===== config.mk =====
export PLATFORM = sky130hd
export DESIGN_NAME = vic8
export DESIGN_NICKNAME = d
export VERILOG_FILES = /design/src/rtl/vic8.sv
export SDC_FILE = /design/constraint.sdc
export NUM_CORES = 1
export LEC_CHECK = 0
export BUFFER_PORTS_ARGS = -buffer_cell sky130_fd_sc_hd__buf_2
export CORE_UTILIZATION = 56
export DETAILED_ROUTE_END_ITERATION = 8
export PLACE_DENSITY = 0.8
export SETUP_SLACK_MARGIN = 0.1
export SLEW_MARGIN = 20
export SYNTH_ARGS = -nofsm -noshare
export SYNTH_HDL_FRONTEND = slang
export SYNTH_SLANG_ARGS = --single-unit

===== constraint.sdc =====
create_clock -name clk -period 2.6 [get_ports clk]
set_input_delay 0.13 -clock clk [delete_from_list [all_inputs] [get_ports clk]]
set_output_delay 0.13 -clock clk [all_outputs]
set_load 0.02 [all_outputs]

===== src/rtl/vic8.sv =====
module vic8 #(
  parameter logic [4:0] VEC_BASE = 5'h08,
  parameter bit         CASCADE_MASTER = 1'b0
) (
  input  logic       clk,
  input  logic       rst_n,
  input  logic [7:0] irq_i,
  input  logic       inta_i,
  input  logic       eoi_i,
  output logic       intr_o,
  output logic [7:0] vec_o,
  output logic       vec_oe_o,
  output logic       casc_ack_o
);
  localparam int NL = 8;
  localparam int LW = $clog2(NL);
  localparam logic [LW-1:0] LINK_LINE = LW'(2);

  logic [NL-1:0] sync1_q, sync2_q, sync3_q;
  logic [NL-1:0] pend_q, isr_q;
  logic [NL-1:0] rise, mask, eligible;
  logic [NL-1:0] pend_n, isr_n;
  logic          inta_d_q, ack_start;
  logic          top_found, win_found;
  logic [LW-1:0] top_idx, win_idx;
  logic [7:0]    vec_q;
  logic          oe_q, casc_q;

  function automatic logic [LW:0] first_set(input logic [NL-1:0] v);
    logic [LW:0] r;
    r = '0;
    for (int i = NL - 1; i >= 0; i--)
      if (v[i]) r = {1'b1, LW'(i)};
    return r;
  endfunction

  always_ff @(posedge clk or negedge rst_n) begin
    if (!rst_n) begin
      sync1_q <= '0;
      sync2_q <= '0;
      sync3_q <= '0;
    end else begin
      sync1_q <= irq_i;
      sync2_q <= sync1_q;
      sync3_q <= sync2_q;
    end
  end

  assign rise = sync2_q & ~sync3_q;
  assign {top_found, top_idx} = first_set(isr_q);

  always_comb begin
    for (int i = 0; i < NL; i++)
      mask[i] = !top_found || (LW'(i) < top_idx);
  end

  assign eligible = pend_q & mask;
  assign {win_found, win_idx} = first_set(eligible);
  assign intr_o = win_found;
  assign ack_start = inta_i & ~inta_d_q;

  always_comb begin
    pend_n = pend_q | rise;
    isr_n  = isr_q;
    if (eoi_i && top_found) isr_n[top_idx] = 1'b0;
    if (ack_start && win_found) begin
      pend_n[win_idx] = 1'b0;
      isr_n[win_idx]  = 1'b1;
    end
  end

  always_ff @(posedge clk or negedge rst_n) begin
    if (!rst_n) begin
      pend_q   <= '0;
      isr_q    <= '0;
      inta_d_q <= 1'b0;
      vec_q    <= '0;
      oe_q     <= 1'b0;
      casc_q   <= 1'b0;
    end else begin
      pend_q   <= pend_n;
      isr_q    <= isr_n;
      inta_d_q <= inta_i;
      if (!inta_i) begin
        oe_q   <= 1'b0;
        casc_q <= 1'b0;
      end else if (ack_start && win_found) begin
        if (CASCADE_MASTER && win_idx == LINK_LINE) begin
          casc_q <= 1'b1;
        end else begin
          oe_q  <= 1'b1;
          vec_q <= {VEC_BASE, win_idx};
        end
      end
    end
  end

  assign vec_o      = vec_q;
  assign vec_oe_o   = oe_q;
  assign casc_ack_o = casc_q;
endmodule


==> results.md, run 1 <==
- Initial antenna violation count: 0
- Final Cycle Share: 90.41%
- R2r startpoint: isr_q[0]
- Startpoint Class: register
- DP HPWL: 2.165 mm
- Crit-path max cell delay: 0.49 ns
- Chip height: 58.94 um
- Vias in the first global route: 1180
- Commonest non-fill, non-tap cells in the layout: dfrtp_1 (45), buf_2 (17), a21oi_1 (11), nand2_1 (10), dlygate4sd3_1 (10)
- Critical path peak fanout: 9
- Pint: 1.182 mW
- Die area: 0.003474 mm2
- PortBufs: 17
- Final ANT Viol Nets: 0
- Layout cells sized above 1: 19.78%
- Io pins: 23
- Synth area leaders: dfrtp_1 (63%), a21oi_1 (3.0%), nand2b_1 (2.4%)
- Starting density of the core: 59.47%
- Total number of cells along the worst setup path: 6
- Die Width: 58.94 um
- DRC viols: 0
- Logic pwr share: 31.7%
- Grt ovf: 0
- P_sw: 0.6438 mW
- Seq/Total Area, Yosys: 63.40%
- Synthesized instance count: 149
- Final net count: 193
- Utilization after layout: 68.20%
- Net Sw Frac: 35.26%
- Synth Cell Area: 0.001815 mm2
- Clock transition at path regs: 0.12 ns
- # Max-Cap Violations: 0
- First-pass GRT wire length: 5.513 mm
- Final Max Slew Viols: 0
- PD cells: 877.1 mW/mm2
- Num CTS Buffers: 5
- Fmax: 425.4 MHz
- Hold endpoint: isr_q[0]
- Worst Max-Slew Pin Slew: 0.9641 ns
- FF-to-FF End: isr_q[6]
- Multi-input logic area: 580.6 um2
- Endpoints failing hold: 0
- Post-synth EDFFs: 0
- Drt total wl: 3.183 mm
- Clock power share: 18.8%
- Hold path depth: 2
- Cells on worst reg2reg path: 5
- CP max stage cell: dfrtp_2
- Root buffer cell: clkbuf_4
- Routed len/inst: 14.08 um
- Status: completed
- Cell taking the most area after synthesis: dfrtp_1
- Lkg Pwr: 0.9523 nW
- Peak VDD IR: 0.4686 mV
- Post-synth top area share: 63.40%
- YS warnings: 0
- Most common cell after layout, fill and taps aside: dfrtp_1
- Top_reg_cell synth: dfrtp_1
- PnR worst setup slack: 0.2493 ns
- Via density: 5.350
- Number of diodes: 0
- Hold Crit Start: eoi_i
- Final Skew: 0.009988 ns
- TritonRoute pass-1 iters: 4
- Setup WS pre-CTS: 0.5200 ns
- Yosys reg bits: 46
- Clock H-tree levels: 2
- Layout area overhead: 14.68%
- Setup crit end kind: output port
- Setup violations, final: 0
- GPL Wtd Cong: 0.9763
- TritonCTS Sinks: 46
- WP data arrival: 2.22 ns
- Worst skew pair latency: 0.35 ns
- Setup_tns: 0 ns
- Fillers: 224
- Core Region: 0.003053 mm2
- Via count: 1209
- Critical path cell sequence: or3b_2 > o2111ai_1 > a21boi_2 > nand2b_1 > or2_2 > buf_2
- RSZ-0062 raised after global routing: false
- R2R setup slack: 0.52 ns
- Register area: 0.001152 mm2
- Setup CP Type: register to output port
- Clock buffer depth: 2
- Worst rel slew slack: 35.73%
- Initial DRC count: 24
- Hold WC Path Type: input pin to register
- Asr flop ratio synth: 100.0%
- Worst EP required: 2.47 ns
- Power, Total: 1.826 mW
- CTS tree: yes
- Min cycle time layout: 2.351 ns
- Largest net degree at the start of global routing: 47
- Mean post-synth cell area: 12.18 um2
- GRT Overall Usage: 22.25%
- Number of distinct library cells after synthesis: 41
- Kind of cell adding the most delay to the critical path: simple AND/OR/NAND/NOR gates
- CP bufs+invs: 1
- Row count: 20
- Register share of total power: 49.5%
-- metrics by stage --
stage                     instance area [um2]  cells  hold WS [ns]
final                                    2082    226       0.05695
after global routing                     2082    226       0.03814
after CTS                                2073    225       0.01151
after detailed placement                 1913    207        0.2393
after global placement                   1913    207        0.2375
after floorplan                          1831    153       -0.1656
-- how the worst max path moves through the flow --
stage	start	end	slack, ns
6_report	isr_q[1]	intr_o	0.25
5_1_grt	isr_q[1]	intr_o	0.12
4_1_cts	isr_q[1]	intr_o	0.21
3_5_place_dp	isr_q[1]	isr_q[4]	0.52
3_3_place_gp	isr_q[1]	vec_o[0]	0.59
2_1_floorplan	isr_q[1]	vec_o[0]	0.67
-- cells by family (layout without fill, tap and decap cells) --
family	after synthesis	in the layout	share of synthesized area, %
other cells	1	5	0.2066
simple gates	43	43	13.85
mux	2	2	1.172
flops	46	46	63.40
compound gates	40	40	15.92
buf+inv	17	46	5.444
-- cells in the mapped netlist, drive strengths merged (2+ instances only) --
cell type,n
inv,9
nand2b,7
a21o,2
o21a,4
nand2,10
nor3,5
a31oi,3
a21oi,11
nand3,3
a32o,2
o21ai,7
nor2b,4
dfrtp,46
or2,2
nor2,6
buf,8
-- state kept, by name, summed over array words and instances (netlist names) --
name and flops:
isr_q 8, pend_q 8, sync1_q 8, sync2_q 8, sync3_q 8, vec_o 4, inta_d_q 1, vec_oe_o 1
-- cell type report --
cell class                      instances  share of cell area (%)
Clock buffer                            7                   2.644
Clock inverter                          1                  0.2404
Inverter                                9                   1.623
Multi-Input combinational cell         90                   27.88
Sequential cell                        46                   55.35
Tap cell                               44                   2.644
Timing Repair Buffer                   29                   9.615
-- metal layers --
| layer | part of all wire, % | track usage [%] |
|---|---|---|
| met1 | 46 | 30.66 |
| met2 | 47 | 34.09 |
| met3 | 4.7 | 5.495 |
| met4 | 2.0 | 9.184 |
| met5 | 0 | 0 |
-- power by group through the flow --
stage | sequential (mW) | clock [mW] | combinational [mW]
floorplan | 0.910 | 0 | 0.422
global placement | 0.911 | 0 | 0.527
detailed placement | 0.917 | 0 | 0.546
CTS | 0.902 | 0.356 | 0.560
global route | 0.919 | 0.383 | 0.640
finish | 0.904 | 0.343 | 0.579
-- timing repair --
action	CTS	global route
buffers inserted	0	1
gates resized for setup	0	1
endpoints found under the hold margin	56	0
hold buffers	10	0
endpoints found under the setup margin	0	1
(Power assumes the default switching activity.)
==> run 2, diff against run 1 <==
--- a/config.mk
+++ b/config.mk
@@ -6,9 +6,9 @@
 export NUM_CORES = 1
 export LEC_CHECK = 0
 export BUFFER_PORTS_ARGS = -buffer_cell sky130_fd_sc_hd__buf_2
-export CORE_UTILIZATION = 56
+export CORE_UTILIZATION = 50
 export DETAILED_ROUTE_END_ITERATION = 8
-export PLACE_DENSITY = 0.8
+export PLACE_DENSITY = 0.76
 export SETUP_SLACK_MARGIN = 0.1
 export SLEW_MARGIN = 20
 export SYNTH_ARGS = -nofsm -noshare
==> constraint.sdc (replaced) <==
create_clock -name clk -period 2.1 [get_ports clk]
set_input_delay 0.105 -clock clk [delete_from_list [all_inputs] [get_ports clk]]
set_output_delay 0.105 -clock clk [all_outputs]
set_load 0.02 [all_outputs]
==> results.md, run 2 (synthesis results as in run 1) <==
- Root buffer cell: clkbuf_4
- Setup violations, final: 0
- Clock power share: 20.6%
- Post-route insts no fill: 240
- Core Region: 0.003416 mm2
- Endpoints failing hold: 0
- DP HPWL: 2.312 mm
- Worst skew pair latency: 0.35 ns
- Net Sw Frac: 33.41%
- Commonest non-fill, non-tap cells in the layout: dfrtp_1 (42), buf_2 (16), buf_4 (13), a21oi_1 (11)
- Initial antenna violation count: 0
- Starting density of the core: 53.15%
- Initial DRC count: 40
- R2R setup slack: 0.12 ns
- Chip height: 62.26 um
- P_sw: 0.8750 mW
- PD cells: 1154 mW/mm2
- Final ANT Viol Nets: 0
- First-pass GRT wire length: 6.244 mm
- Final Cycle Share: 96.72%
- CTS tree: yes
- Fmax: 492.4 MHz
- Final net count: 206
- R2r startpoint: isr_q[3]
- Pint: 1.744 mW
- Min cycle time layout: 2.031 ns
- Worst EP required: 2.00 ns
- TritonRoute pass-1 iters: 4
- Hold path depth: 2
- GPL Wtd Cong: 0.8757
- PortBufs: 17
- Layout cells sized above 1: 29.38%
- Cells on worst reg2reg path: 7
- Via count: 1275
- Dpl cells: 215
- CP max stage cell: dfrtp_2
- Critical path peak fanout: 4
- Layout area overhead: 25.02%
- Drt total wl: 3.525 mm
- Io pins: 23
- Number of diodes: 0
- Utilization after layout: 66.45%
- Peak VDD IR: 0.6465 mV
- RSZ-0062 raised after global routing: true
- Largest net degree at the start of global routing: 25
- Clock buffer depth: 2
- Final Skew: 0.01098 ns
- TritonCTS Sinks: 46
- Hold endpoint: isr_q[0]
- FF-to-FF End: vec_o[0]
- Die Width: 62.26 um
- Power, Total: 2.619 mW
- Status: completed
- # Max-Cap Violations: 0
- Setup CP Type: register to output port
- DRC viols: 0
- Logic pwr share: 36.8%
- Vias in the first global route: 1373
- WP data arrival: 1.93 ns
- Grt ovf: 0
- Final Max Slew Viols: 0
- Lkg Pwr: 1.049 nW
- Via density: 5.313
- GRT Overall Usage: 21.12%
- Startpoint Class: register
- Register share of total power: 42.6%
- Crit-path max cell delay: 0.46 ns
- Row count: 21
- Die area: 0.003876 mm2
- Hold Crit Start: eoi_i
- Hold WC Path Type: input pin to register
- Critical path cell sequence: or3b_4 > o2111ai_2 > a21boi_2 > nand2b_4 > or2_4 > buf_6
- Routed len/inst: 14.69 um
- Clock transition at path regs: 0.11 ns
- Clock H-tree levels: 2
- Most common cell after layout, fill and taps aside: dfrtp_1
- Setup crit end kind: output port
- Num CTS Buffers: 5
## run 2: cell count changes in the layout (fill, tap and decap cells not counted), moves of 2 or more
cell	before	now
dfrtp_1	45	42
or2_4	0	2
dfrtp_2	1	4
buf_4	2	13
buf_6	0	2
## run 2: timing repair
action	4_1_cts	5_1_grt
hold buffers	10	0
pin swaps	6	5
endpoints found under the setup margin	2	6
buffers inserted	6	2
endpoints found under the hold margin	56	0
gates resized for setup	12	4
## run 2: metrics by stage
stage	setup TNS [ns]	instance area, um2	worst slack, ns	hold slack, ns
2_1_floorplan	0	1831	0.1712	-0.1906
3_3_place_gp	0	1961	0.1378	0.09456
3_5_place_dp	0	1961	0.09315	0.1079
4_1_cts	0	2243	0.05666	0.006730
5_1_grt	-0.008182	2270	-0.008182	0.01382
6_report	0	2270	0.06898	0.03295
## run 2: critical path, delay by kind of cell, from the launching register on
family | cells | cell delay (ns)
DFF | 1 | 0.46
buffers and inverters | 1 | 0.13
AOI/OAI and AO/OA | 2 | 0.19
and+or+nand+nor | 3 | 0.81
## run 2: power groups by stage
stage	combinational, mW	sequential [mW]	clock [mW]
2_1_floorplan	0.522	1.13	0
3_3_place_gp	0.716	1.12	0
3_5_place_dp	0.728	1.13	0
4_1_cts	0.926	1.11	0.550
5_1_grt	1.04	1.13	0.585
6_report	0.963	1.12	0.539
## run 2: metal layers
metal  vias up  wire length [um]  GRT usage [%]
met1       634              1497          26.40
li1        598                 -              -
met2        35              1828          35.85
met4         0                74          8.430
met5         -                 0              0
met3         8               125          4.412
## run 2: cell type report
| class | count | area, um2 |
|---|---|---|
| repair buffers | 42 | 320.3 |
| fillers | 267 | 1146 |
| flip-flops and latches | 46 | 1156 |
| multi-input cells | 90 | 620.6 |
| clock buffers | 6 | 51.30 |
| well taps | 46 | 57.56 |
| clock inverters | 1 | 30.03 |
| inverters | 9 | 33.78 |
## run 2: worst max path at each step
stage	start	to	slack (ns)	cells past startpoint
2_1_floorplan	isr_q[1]	vec_o[0]	0.17	7
3_3_place_gp	isr_q[1]	vec_o[0]	0.14	5
3_5_place_dp	isr_q[1]	vec_o[0]	0.09	5
4_1_cts	isr_q[1]	intr_o	0.06	6
5_1_grt	isr_q[1]	intr_o	-0.008	7
6_report	isr_q[3]	intr_o	0.07	6
==> run 3, diff against run 2 <==
==> constraint.sdc (replaced) <==
create_clock -name clk -period 2.1 [get_ports clk]
set_input_delay 0.21 -clock clk [delete_from_list [all_inputs] [get_ports clk]]
set_output_delay 0.21 -clock clk [all_outputs]
set_load 0.02 [all_outputs]
==> results.md, run 3 (synthesis results as in run 1) <==
- WP data arrival: 2.00 ns
- Utilization after layout: 67.62%
- Setup crit end kind: output port
- Vias in the first global route: 1282
- Most common cell after layout, fill and taps aside: dfrtp_1
- CTS tree: yes
- Drt total wl: 3.627 mm
- DP HPWL: 2.258 mm
- Via density: 5.435
- Dpl cells: 214
- Post-route insts no fill: 246
- CP bufs+invs: 1
- Cells on worst reg2reg path: 7
- Final Cycle Share: 105.0%
- # Max-Cap Violations: 0
- Largest net degree at the start of global routing: 47
- Commonest non-fill, non-tap cells in the layout: dfrtp_1 (42), buf_4 (17), buf_2 (16)
- Worst EP required: 1.89 ns
- Die area: 0.003876 mm2
- Die Width: 62.26 um
- Layout area overhead: 27.22%
- Final Max Slew Viols: 0
- PnR worst setup slack: -0.1055 ns
- Peak VDD IR: 0.6084 mV
- Final Skew: 0.01072 ns
- PD cells: 1127 mW/mm2
- Initial DRC count: 57
- TritonCTS Sinks: 46
- GPL Wtd Cong: 0.8564
- Critical path cell sequence: nor4_4 > o211ai_1 > o32ai_2 > or2_4 > buf_6
- First-pass GRT wire length: 5.871 mm
- Min cycle time layout: 2.205 ns
- PortBufs: 17
- Initial antenna violation count: 0
- Startpoint Class: register
- Chip height: 62.26 um
- Setup crit start: isr_q[2]
- RSZ-0062 raised after global routing: true
- Fillers: 241
- Final net count: 211
- Critical path peak fanout: 4
- GRT Overall Usage: 20.18%
- Hold WC Path Type: input pin to register
- R2R setup slack: 0.05 ns
- Root buffer cell: clkbuf_4
- Number of diodes: 0
- Worst Setup EP: intr_o
- Setup violations, final: 1
- Clock buffer depth: 2
- Routed len/inst: 14.74 um
- Fmax: 453.4 MHz
- TritonRoute pass-1 iters: 4
- Kind of cell adding the most delay to the critical path: simple AND/OR/NAND/NOR gates
- Via count: 1337
- Lkg Pwr: 1.078 nW
- Grt ovf: 0
- FF-to-FF End: isr_q[4]
- Starting density of the core: 53.15%
- Final ANT Viol Nets: 0
- Num CTS Buffers: 5
- Core Region: 0.003416 mm2
- Status: complete, but fails checks
- CP max stage cell: dfrtp_2
- Row count: 21
- Endpoints failing hold: 0
- Clock transition at path regs: 0.13 ns
- Fin area: 0.002310 mm2
- Violated checks: setup timing
- Total number of cells along the worst setup path: 5
- Crit-path max cell delay: 0.46 ns
- Clock H-tree levels: 2
- DRC viols: 0
- Io pins: 23
- Placed Area: 0.001966 mm2
- Power, Total: 2.604 mW
- Worst skew pair latency: 0.35 ns
- Register area: 0.001156 mm2
- R2r startpoint: isr_q[2]
- Layout cells sized above 1: 33.00%
- Multi-input logic area: 640.6 um2
- Setup WS pre-CTS: 0.03475 ns
- Setup CP Type: register to output port
[run 3: area by class of cell]
class                           instances  share of cell area [%]
Clock buffer                            7                   2.384
Sequential cell                        46                   50.05
Clock inverter                          1                  0.2167
Multi-Input combinational cell         90                   27.74
Timing Repair Buffer                   47                   15.66
Inverter                                9                   1.463
Tap cell                               46                   2.492
[run 3: metrics by stage]
stage,setup TNS [ns],hold slack (ns)
after floorplan,0,-0.08559
after global placement,0,0.2008
after detailed placement,0,0.2066
after CTS,-0.1382,0.08728
after global routing,-0.3096,0.1033
final,-0.1055,0.1218
[run 3: worst min path at each step]
stage                from         end  slack [ns]  cells past startpoint
floorplan           rst_n    inta_d_q       -0.09                      0
global placement    rst_n  sync1_q[6]        0.20                      2
detailed placement  rst_n  sync1_q[7]        0.21                      2
CTS                 eoi_i    isr_q[0]        0.09                      2
global route        eoi_i    isr_q[0]        0.10                      2
finish              eoi_i    isr_q[0]        0.12                      2
[run 3: repair_timing]
action                                  in CTS  in global routing
hold endpoints to repair                    55                  0
endpoints found under the setup margin       2                 11
pin swaps                                    4                 12
hold buffers                                10                  0
setup buffers                                9                  7
gates resized for setup                     11                 11
[run 3: per-layer routing]
metal	global-route usage (%)	up-vias	part of all wire, %	routed length (um)
met5	0	-	0	0
met4	11.34	0	3.3	119
met3	5.331	11	4.7	169
met2	34.20	49	50	1823
met1	23.11	661	42	1515
li1	-	616	-	-
[run 3: report_power, final]
part / internal (mW) / switching (mW) / leakage [nW]
Sequential: 1.00 / 0.109 / 0.527
Combinational: 0.525 / 0.541 / 0.516
Clock: 0.163 / 0.262 / 0.0353
Total: 1.69 / 0.912 / 1.08
[run 3: worst register-to-register path: cells and delay by family (launching register included)]
kind | cells | cell delay (ns)
and+or+nand+nor | 2 | 0.63
buffers and inverters | 2 | 0.28
DFF | 1 | 0.46
AOI/OAI and AO/OA | 3 | 0.59
